--- src/rtl/cfgwin_pkg.sv ---
package cfgwin_pkg;

  localparam int DWORD_W = 32;
  localparam int LANES   = DWORD_W / 8;

  typedef enum logic [1:0] {
    SZ_BYTE = 2'd0,
    SZ_HALF = 2'd1,
    SZ_WORD = 2'd2,
    SZ_BAD  = 2'd3
  } acc_size_e;

  typedef struct packed {
    logic [DWORD_W-1:0] cfg_addr;
    logic [LANES-1:0]   byten;
    logic [DWORD_W-1:0] wdata;
    logic               write;
    acc_size_e          size;
    logic [1:0]         off;
    logic               swap;
    logic               bad;
  } xfer_t;

  // illegal size/offset pairs
  function automatic logic is_misaligned(input acc_size_e sz, input logic [1:0] off);
    case (sz)
      SZ_BYTE: return 1'b0;
      SZ_HALF: return (off == 2'd3);
      SZ_WORD: return (off != 2'd0);
      default: return 1'b1;
    endcase
  endfunction

  function automatic logic [LANES-1:0] lane_enables(input acc_size_e sz, input logic [1:0] off);
    case (sz)
      SZ_BYTE: return 4'b0001 << off;
      SZ_HALF: return 4'b0011 << off;
      SZ_WORD: return 4'b1111;
      default: return 4'b0000;
    endcase
  endfunction

  // all ones of the access width, right-aligned
  function automatic logic [DWORD_W-1:0] width_ones(input acc_size_e sz);
    case (sz)
      SZ_BYTE: return 32'h0000_00FF;
      SZ_HALF: return 32'h0000_FFFF;
      default: return 32'hFFFF_FFFF;
    endcase
  endfunction

  // truncate to the access width, optionally reversing byte order
  function automatic logic [DWORD_W-1:0] order_fix(input logic [DWORD_W-1:0] d,
                                                   input acc_size_e sz, input logic swap);
    case (sz)
      SZ_BYTE: return {24'h0, d[7:0]};
      SZ_HALF: return swap ? {16'h0, d[7:0], d[15:8]} : {16'h0, d[15:0]};
      default: return swap ? {d[7:0], d[15:8], d[23:16], d[31:24]} : d;
    endcase
  endfunction

  function automatic logic [DWORD_W-1:0] lane_shift_up(input logic [DWORD_W-1:0] d,
                                                       input logic [1:0] off);
    return d << {off, 3'b000};
  endfunction

  function automatic logic [DWORD_W-1:0] lane_shift_down(input logic [DWORD_W-1:0] d,
                                                         input logic [1:0] off);
    return d >> {off, 3'b000};
  endfunction

endpackage

--- src/rtl/cfgwin_decode.sv ---
module cfgwin_decode
  import cfgwin_pkg::*;
#(
  parameter logic [31:0] WIN_BASE  = 32'h8080_0000,
  parameter int          WIN_LOG2  = 22,
  parameter int          IDSEL_LO  = 11,
  parameter int          IDSEL_CNT = 11
) (
  input  logic [31:0]      addr,
  input  acc_size_e        size,
  output logic             win_hit,
  output logic [31:0]      cfg_addr,
  output logic [LANES-1:0] byten,
  output logic             bad
);

  localparam int DEV_W  = 5;
  localparam int FN_W   = 3;
  localparam int WIN_HI = 31;

  logic [DEV_W-1:0] dev_num;
  logic [FN_W-1:0]  fn_num;
  logic [5:0]       reg_dw;

  // lowest set select bit wins; none set gives IDSEL_CNT
  function automatic logic [DEV_W-1:0] pick_device(input logic [31:0] a);
    logic [DEV_W-1:0] d;
    logic             found;
    d     = DEV_W'(IDSEL_CNT);
    found = 1'b0;
    for (int i = 0; i < IDSEL_CNT; i++) begin
      if (!found && a[IDSEL_LO+i]) begin
        d     = DEV_W'(i);
        found = 1'b1;
      end
    end
    return d;
  endfunction

  function automatic logic [31:0] build_cfg(input logic [DEV_W-1:0] dv,
                                            input logic [FN_W-1:0] fn,
                                            input logic [5:0] rg);
    return {1'b1, 15'h0, dv, fn, rg, 2'b00};
  endfunction

  always_comb begin
    win_hit  = (addr[WIN_HI:WIN_LOG2] == WIN_BASE[WIN_HI:WIN_LOG2]);
    dev_num  = pick_device(addr);
    fn_num   = addr[10:8];
    reg_dw   = addr[7:2];
    cfg_addr = build_cfg(dev_num, fn_num, reg_dw);
    bad      = is_misaligned(size, addr[1:0]);
    byten    = bad ? '0 : lane_enables(size, addr[1:0]);
  end

endmodule

--- src/rtl/cfgwin_lanes.sv ---
module cfgwin_lanes
  import cfgwin_pkg::*;
(
  input  acc_size_e          wr_size,
  input  logic [1:0]         wr_off,
  input  logic               wr_swap,
  input  logic [DWORD_W-1:0] wr_value,
  output logic [DWORD_W-1:0] wr_lanes,
  input  acc_size_e          rd_size,
  input  logic [1:0]         rd_off,
  input  logic               rd_swap,
  input  logic               rd_hit,
  input  logic [DWORD_W-1:0] rd_dword,
  output logic [DWORD_W-1:0] rd_value
);

  logic [DWORD_W-1:0] wr_ordered;
  logic [DWORD_W-1:0] rd_aligned;

  always_comb begin
    wr_ordered = order_fix(wr_value, wr_size, wr_swap);
    wr_lanes   = lane_shift_up(wr_ordered, wr_off);
  end

  always_comb begin
    rd_aligned = lane_shift_down(rd_dword, rd_off);
    rd_value   = rd_hit ? order_fix(rd_aligned, rd_size, rd_swap) : width_ones(rd_size);
  end

endmodule

--- src/rtl/cfgwin_ctrl.sv ---
module cfgwin_ctrl
  import cfgwin_pkg::*;
(
  input  logic               clk,
  input  logic               rst_n,
  input  logic               req_valid,
  input  logic               win_hit,
  input  xfer_t              req_info,
  output logic               req_ready,
  output logic               cfg_valid,
  input  logic               cfg_ready,
  output logic [DWORD_W-1:0] cfg_addr,
  output logic [LANES-1:0]   cfg_byten,
  output logic               cfg_write,
  output logic [DWORD_W-1:0] cfg_wdata,
  input  logic               cfg_rsp_valid,
  input  logic [DWORD_W-1:0] rd_formatted,
  output acc_size_e          cur_size,
  output logic [1:0]         cur_off,
  output logic               cur_swap,
  output logic               rsp_valid,
  output logic               rsp_err,
  output logic [DWORD_W-1:0] rsp_rdata
);

  typedef enum logic [1:0] {ST_IDLE, ST_ISSUE, ST_WAIT, ST_RESP} st_e;

  st_e                state_q;
  xfer_t              held_q;
  logic               err_q;
  logic [DWORD_W-1:0] rdata_q;

  logic accept_ev;
  logic issue_fire_ev;
  logic read_done_ev;

  assign req_ready     = (state_q == ST_IDLE) && win_hit;
  assign accept_ev     = req_valid && req_ready;
  assign issue_fire_ev = (state_q == ST_ISSUE) && cfg_ready;
  assign read_done_ev  = (state_q == ST_WAIT) && cfg_rsp_valid;

  always_ff @(posedge clk) begin
    if (!rst_n) begin
      state_q <= ST_IDLE;
      held_q  <= '0;
      err_q   <= 1'b0;
      rdata_q <= '0;
    end else begin
      case (state_q)
        ST_IDLE: if (accept_ev) begin
          held_q  <= req_info;
          err_q   <= req_info.bad;
          rdata_q <= '0;
          state_q <= req_info.bad ? ST_RESP : ST_ISSUE;
        end
        ST_ISSUE: if (issue_fire_ev) begin
          state_q <= held_q.write ? ST_RESP : ST_WAIT;
        end
        ST_WAIT: if (read_done_ev) begin
          rdata_q <= rd_formatted;
          state_q <= ST_RESP;
        end
        default: state_q <= ST_IDLE;
      endcase
    end
  end

  assign cfg_valid = (state_q == ST_ISSUE);
  assign cfg_addr  = held_q.cfg_addr;
  assign cfg_byten = held_q.byten;
  assign cfg_write = held_q.write;
  assign cfg_wdata = held_q.wdata;
  assign cur_size  = held_q.size;
  assign cur_off   = held_q.off;
  assign cur_swap  = held_q.swap;
  assign rsp_valid = (state_q == ST_RESP);
  assign rsp_err   = rsp_valid && err_q;
  assign rsp_rdata = rsp_valid ? rdata_q : '0;

  AST_BE_HOLD: assert property (@(posedge clk) disable iff (!rst_n)
    cfg_valid && !cfg_ready |=> cfg_valid && $stable(cfg_addr) && $stable(cfg_byten) && $stable(cfg_wdata));

  AST_ERR_NO_FWD: assert property (@(posedge clk) disable iff (!rst_n)
    accept_ev && req_info.bad |=> !cfg_valid && rsp_valid && rsp_err);

  AST_RSP_PULSE: assert property (@(posedge clk) disable iff (!rst_n)
    rsp_valid |=> !rsp_valid);

  AST_CFG_WORD_FORM: assert property (@(posedge clk) disable iff (!rst_n)
    cfg_valid |-> cfg_addr[31] && (cfg_addr[1:0] == 2'b00) && (cfg_addr[30:16] == 15'h0));

  AST_BYTEN_NONZERO: assert property (@(posedge clk) disable iff (!rst_n)
    cfg_valid |-> (cfg_byten != '0));

endmodule

--- src/rtl/cfg_window_bridge.sv ---
module cfg_window_bridge
  import cfgwin_pkg::*;
#(
  parameter logic [31:0] WIN_BASE  = 32'h8080_0000,
  parameter int          WIN_LOG2  = 22,
  parameter int          IDSEL_LO  = 11,
  parameter int          IDSEL_CNT = 11
) (
  input  logic        clk,
  input  logic        rst_n,
  input  logic        swap_en,
  input  logic        req_valid,
  output logic        req_ready,
  input  logic [31:0] req_addr,
  input  logic [1:0]  req_size,
  input  logic        req_write,
  input  logic [31:0] req_wdata,
  output logic        rsp_valid,
  output logic        rsp_err,
  output logic [31:0] rsp_rdata,
  output logic        cfg_valid,
  input  logic        cfg_ready,
  output logic [31:0] cfg_addr,
  output logic [3:0]  cfg_byten,
  output logic        cfg_write,
  output logic [31:0] cfg_wdata,
  input  logic        cfg_rsp_valid,
  input  logic        cfg_rsp_hit,
  input  logic [31:0] cfg_rsp_data
);

  acc_size_e          size_in;
  logic               win_hit;
  logic [31:0]        dec_cfg_addr;
  logic [LANES-1:0]   dec_byten;
  logic               dec_bad;
  logic [DWORD_W-1:0] placed_wdata;
  logic [DWORD_W-1:0] rd_formatted;
  acc_size_e          cur_size;
  logic [1:0]         cur_off;
  logic               cur_swap;
  xfer_t              req_info;

  assign size_in = acc_size_e'(req_size);

  cfgwin_decode #(
    .WIN_BASE (WIN_BASE),
    .WIN_LOG2 (WIN_LOG2),
    .IDSEL_LO (IDSEL_LO),
    .IDSEL_CNT(IDSEL_CNT)
  ) u_decode (
    .addr    (req_addr),
    .size    (size_in),
    .win_hit (win_hit),
    .cfg_addr(dec_cfg_addr),
    .byten   (dec_byten),
    .bad     (dec_bad)
  );

  cfgwin_lanes u_lanes (
    .wr_size (size_in),
    .wr_off  (req_addr[1:0]),
    .wr_swap (swap_en),
    .wr_value(req_wdata),
    .wr_lanes(placed_wdata),
    .rd_size (cur_size),
    .rd_off  (cur_off),
    .rd_swap (cur_swap),
    .rd_hit  (cfg_rsp_hit),
    .rd_dword(cfg_rsp_data),
    .rd_value(rd_formatted)
  );

  always_comb begin
    req_info          = '0;
    req_info.cfg_addr = dec_cfg_addr;
    req_info.byten    = dec_byten;
    req_info.wdata    = dec_bad ? '0 : placed_wdata;
    req_info.write    = req_write;
    req_info.size     = size_in;
    req_info.off      = req_addr[1:0];
    req_info.swap     = swap_en;
    req_info.bad      = dec_bad;
  end

  cfgwin_ctrl u_ctrl (
    .clk          (clk),
    .rst_n        (rst_n),
    .req_valid    (req_valid),
    .win_hit      (win_hit),
    .req_info     (req_info),
    .req_ready    (req_ready),
    .cfg_valid    (cfg_valid),
    .cfg_ready    (cfg_ready),
    .cfg_addr     (cfg_addr),
    .cfg_byten    (cfg_byten),
    .cfg_write    (cfg_write),
    .cfg_wdata    (cfg_wdata),
    .cfg_rsp_valid(cfg_rsp_valid),
    .rd_formatted (rd_formatted),
    .cur_size     (cur_size),
    .cur_off      (cur_off),
    .cur_swap     (cur_swap),
    .rsp_valid    (rsp_valid),
    .rsp_err      (rsp_err),
    .rsp_rdata    (rsp_rdata)
  );

  AST_FWD_FROM_WINDOW: assert property (@(posedge clk) disable iff (!rst_n)
    $rose(cfg_valid) |-> $past(req_valid && req_ready && win_hit));

endmodule

--- config.mk ---
export PLATFORM = sky130hd
export DESIGN_NAME = cfg_window_bridge
export DESIGN_NICKNAME = d
export VERILOG_FILES = /design/src/rtl/cfgwin_pkg.sv /design/src/rtl/cfgwin_decode.sv /design/src/rtl/cfgwin_lanes.sv /design/src/rtl/cfgwin_ctrl.sv /design/src/rtl/cfg_window_bridge.sv
export SDC_FILE = /design/constraint.sdc
export NUM_CORES = 1
export LEC_CHECK = 0
export CORE_MARGIN = 2
export CORE_UTILIZATION = 55
export DETAILED_ROUTE_END_ITERATION = 7
export DONT_BUFFER_PORTS = 1
export GPL_ROUTABILITY_DRIVEN = 0
export PLACE_DENSITY = 0.71
export REMOVE_ABC_BUFFERS = 1
export SYNTH_ARGS = -nofsm -noshare
export SYNTH_HDL_FRONTEND = slang
export SYNTH_SLANG_ARGS = --single-unit
--- constraint.sdc ---
create_clock -name clk -period 1.9 [get_ports clk]
set_input_delay 0.38 -clock clk [delete_from_list [all_inputs] [get_ports clk]]
set_output_delay 0.38 -clock clk [all_outputs]
set_load 0.005 [all_outputs]
* After elaboration in Yosys (flattened, before gate mapping)
Index checks and enable logic that the tools add are counted.
** Storage, ports and cells
- Logic and storage cells :: 101
- Flip-flop bits (word level) :: 92
** Operators by class
- Shift operators :: 4
- Reductions and logical operators :: 33
- Equal/unequal tests :: 11
- Multiplexer cells :: 43
** Operator list (count)
- $pmux 32 s2 :: 4
- $mux 32 :: 7
- $mux 5 :: 10
- $mux 16 :: 2
- $shl 32x5->32 :: 1
- $shr 32x5->32 :: 1
- $logic_and 1x1->1 :: 15
- $pmux 4 s3 :: 1
- $mux 1 :: 11
- $eq 10x10->1 const B :: 1
- $logic_not 1->1 :: 10
- $eq 2x2->1 const B :: 4
- $mux 2 :: 4
- $mux 4 :: 2
- $eq 2x1->1 const B :: 3
- $logic_not 2->1 :: 3
- $ne 2x1->1 const B :: 3
- $pmux 2 s3 :: 1
- $reduce_and 3->1 :: 2
- $reduce_bool 2->1 :: 2
- $shl 1x2->4 const A :: 1
- $shl 2x2->4 const A :: 1
- $pmux 1 s3 :: 1
- $reduce_and 2->1 :: 1

* Logic depth before layout (Yosys ltp)
- Word-level depth :: 31
- Mapped depth :: 10

* By module
From an unflattened synthesis, not the netlist that was laid out.
** Unflattened totals
- Cells, all modules :: 940
- Area, all modules :: 7300.8 µm²
** By module, submodules not included
- cfgwin_ctrl :: instances 1, cells each 458, area each 4007.6 µm²
- cfgwin_lanes :: instances 1, cells each 382, area each 2633.8 µm²
- cfgwin_decode :: instances 1, cells each 65, area each 436.7 µm²
- cfg_window_bridge :: instances 1, cells each 35, area each 222.7 µm²

* Worst setup path before layout
OpenSTA, ideal clock, no wires.
- Kind :: register to register
- From :: register u_ctrl.state_q[0]
- To :: register u_ctrl.rdata_q[15]
- Arrival time :: 1.958 ns
- Setup time :: 0.117 ns
- Stages on the path, launching flop included :: 10
- Slack :: -0.175 ns
- Required time :: 1.783 ns
- Period minus slack after synthesis :: 2.075 ns
- Cell sequence :: dfxtp_1 inv_1 ha_1 buf_2 and3b_1 nand4_2 a211o_1 and2_0 clkbuf_1 a22o_1
** On the way
- Cells in the longest elaborated chain, start to end :: 5
** RTL lines
- from (decl) :: RTL line cfgwin_ctrl.sv:28 : st_e state_q;
- from (signal assigned) :: RTL line cfgwin_ctrl.sv:54 : state_q <= req_info.bad ? ST_RESP : ST_ISSUE;
- from (signal assigned) :: RTL line cfgwin_ctrl.sv:57 : state_q <= held_q.write ? ST_RESP : ST_WAIT;
- $logic_not 2->1 :: RTL line cfgwin_ctrl.sv:37, cfgwin_ctrl.sv:49
- $logic_and 1x1->1 :: RTL line cfgwin_ctrl.sv:37 : assign req_ready = (state_q == ST_IDLE) && win_hit;
- $logic_and 1x1->1 :: RTL line cfgwin_ctrl.sv:38 : assign accept_ev = req_valid && req_ready;
- $ne 2x1->1 (no line)
- $reduce_and 3->1 (no line)
- to (signal assigned) :: RTL line cfgwin_ctrl.sv:60 : rdata_q <= rd_formatted;
- to (decl) :: RTL line cfgwin_ctrl.sv:31 : logic [DWORD_W-1:0] rdata_q;
Parallel ways exist; a longest one is shown, timed or not.
A chain may end at the register's enable or synchronous reset.

* Worst setup path after layout
- From :: register u_ctrl.state_q[1]
- To :: register u_ctrl.rdata_q[28]
Same word-level chain as after synthesis.

==> out/summary.txt <==
Post-synth EDFFs - 0
top-area cell type share of the netlist area - 28.93%
Net Switching - 0.001412 W
diode count - 0
status - finished with violations
Clock Root Buffer - clkbuf_16
cells on worst reg2reg path - 8
Logic pwr share - 22.7%
Setup Crit Path Kind - flip-flop to flip-flop
commonest cells after routing, fill and taps aside - 102 x nand2_1, 87 x dfxtp_1, 74 x a21oi_1
ys flop type - dfxtp_1
ys async rst share - 0%
die area - 12,320 um2
routed vias - 6,224
clock slew at reported path FFs - 0.06 ns
final setup violating endpoints - 2
CP max-delay cell - a2111o_1
Final TNS setup - -0.008842 ns
hold_buf cts - 0
nets - 914
Yosys top cell by area - dfxtp_1
first-pass GRT wire length - 31.18 mm
GRT overflow - 0
Worst Hold Path Cells - 2
cell-internal power - 0.003750 W
Register Area - 1829 um2
worst path required time - 2.17 ns
1st-iter DRT viols - 442
Sw Share - 27.35%
Flop pwr share - 38.0%
antenna-violating nets left - 0
syn avg cell area - 7.782 um2
Via density - 6.538
Leakage - 2.716 nW
Place WS - -0.1281 ns
layout cell share with drive strength beyond 1 - 15.57%
worst-path fanout max - 8
Post-Route WL - 19.61 mm
worst setup margin - -0.006815 ns
warnings from Yosys - 0
violated checks - setup timing
cells taking the most area after synthesis - dfxtp_1 29%, mux2i_1 9.7%, nand2_1 6.1%
Port-buffer cells - 0
Layout fillers - 976
Area Overhead vs Synth - 13.10%
CTS tree - done
max cap viols - 0
Layout Skew - 0.005862 ns
area of the multi-input gates - 4180 um2
clock power share - 39.3%
synthesized area - 6296 um2
wire per inst - 20.60 um
drt pass-1 iters - 5
initial antenna violation count - 0
count of final max-slew check failures - 0
drt drc - 0
CP endpoint kind - flip-flop
non-filler cells, final - 952
Hold Slack - 0.1749 ns
Placed Cells - 927
critical path startpoint category - flip-flop
CTS Buf Count - 9
worst hold-check path type - primary input to flip-flop
Pwr per Cell Area - 724.9 nW/um2
placed inst area - 6546 um2
die span in y - 111.0 um
fmax - 524.4 MHz
All-Layer GR Usage - 30.77%
fin crit period - 1.907 ns
period utilisation layout - 100.4%
vias in the first global route - 6,259
top-level I/O count - 211
worst-margin pin slew - 0.9390 ns
final hold violation count - 0
commonest non-fill, non-tap cell in the layout - nand2_1
CORE AREA - 11,270 um2
Seq/Total Area, Yosys - 28.93%
CP cell instances - inv_2, ha_4, and3b_2, nand4_4, a2111o_1, buf_4, a31o_2, a21oi_1
clock sink count - 91
post-synth cell types - 59
clock latency on the worst-skew pair - 0.34 ns
Final HPWL DP - 13.50 mm
die extent in x - 111.0 um
FF+latch count, synth - 91
Slew Limit Headroom - 37.27%
Design Area, Final - 7121 um2
VDD IR max - 0.0005388 V
arrival time at the worst endpoint - 2.17 ns
H-Tree Depth - 3
Synth Instances - 809
RSZ-0062 raised after global routing - true
Rows - 39
crit-path max cell delay - 0.42 ns
Initial Utilization - 55.86%
largest net degree at the start of global routing - 50
Max Buffers Root-to-Sink - 2
[power groups by stage]
stage	Combinational, W	Sequential [W]	Clock [W]
2_1_floorplan	0.000622	0.00200	0
3_3_place_gp	0.000927	0.00200	0
3_5_place_dp	0.000967	0.00200	0
4_1_cts	0.00110	0.00196	0.00207
5_1_grt	0.00126	0.00196	0.00216
6_report	0.00117	0.00196	0.00203
[repair_timing]
action | CTS | global route
buffers inserted | 6 | 2
gates cloned | 1 | 0
pin swaps | 5 | 3
gates resized for setup | 19 | 27
setup endpoints to repair | 83 | 62
hold endpoints to repair | 0 | 0
[flip-flops by register name (all words and copies together), names as in the netlist]
name,count
u_ctrl.cfg_addr,14
u_ctrl.cfg_byten,4
u_ctrl.cfg_wdata,32
u_ctrl.cfg_write,1
u_ctrl.cur_off,2
u_ctrl.cur_size,2
u_ctrl.cur_swap,1
u_ctrl.err_q,1
u_ctrl.rdata_q,32
u_ctrl.state_q,2
[critical path: cells and delay by family (launching register included)]
kind                       cells  cell delay [ns]
and+or+nand+nor                2             0.38
buffers and inverters          2             0.25
adders and majority gates      1             0.14
AOI/OAI and AO/OA              3             0.74
DFF                            1             0.32
[Yosys cell counts (all sizes together) (17+ instances only)]
cell type	instances
nand2	102
dfxtp	91
a21oi	84
mux2i	61
o21ai	50
nor2	49
clkbuf	45
buf	42
and2	35
a211oi	22
a211o	19
a22oi	17
nor2b	17
[layout make-up]
type | count | share of cell area (%)
flip-flops and latches | 91 | 25.69
clock inverters | 4 | 1.388
well taps | 143 | 2.513
clock buffers | 12 | 3.321
multi-input cells | 631 | 58.71
inverters | 17 | 0.8962
repair buffers | 54 | 7.485
[metrics by stage]
step	power [W]	util, %
6_report	0.005161	63.17
5_1_grt	0.005390	63.17
4_1_cts	0.005128	62.24
3_5_place_dp	0.002964	58.08
3_3_place_gp	0.002923	58.08
2_1_floorplan	0.002624	-
[logic make-up (layout without fill, tap and decap cells)]
group | after synthesis | in the layout | share of synthesized area [%]
other | 1 | 18 | 0.05956
AND/OR/NAND/NOR | 255 | 255 | 20.51
buffers and inverters | 104 | 87 | 7.671
XOR/XNOR | 1 | 1 | 0.1391
adder cells (fa/ha/maj) | 4 | 4 | 0.7949
multiplexers | 69 | 69 | 11.13
AO/OA/AOI/OAI | 284 | 284 | 30.76
flip-flops | 91 | 91 | 28.93
[metal layers]
layer  global-route usage, %  share of wire [%]  up-vias
li1                        -                  -     2882
met1                   34.49                 37     2962
met2                   53.29                 49      329
met3                   9.951                 10       51
met4                   13.75                3.1        0
met5                       0                  0        -
[path summary, 6_finish.rpt]
| path | slack (ns) | from | endpoint |
|---|---|---|---|
| hold / removal | 0.17 | req_addr[1] | u_ctrl.cur_off[1] |
| setup reg to reg | -0.007 | u_ctrl.state_q[1] | u_ctrl.rdata_q[28] |
| setup / recovery | -0.007 | u_ctrl.state_q[1] | u_ctrl.rdata_q[28] |
| hold reg to reg | 0.44 | u_ctrl.rdata_q[3] | u_ctrl.rdata_q[3] |
No activity file was read; power rests on OpenSTA's default activity.
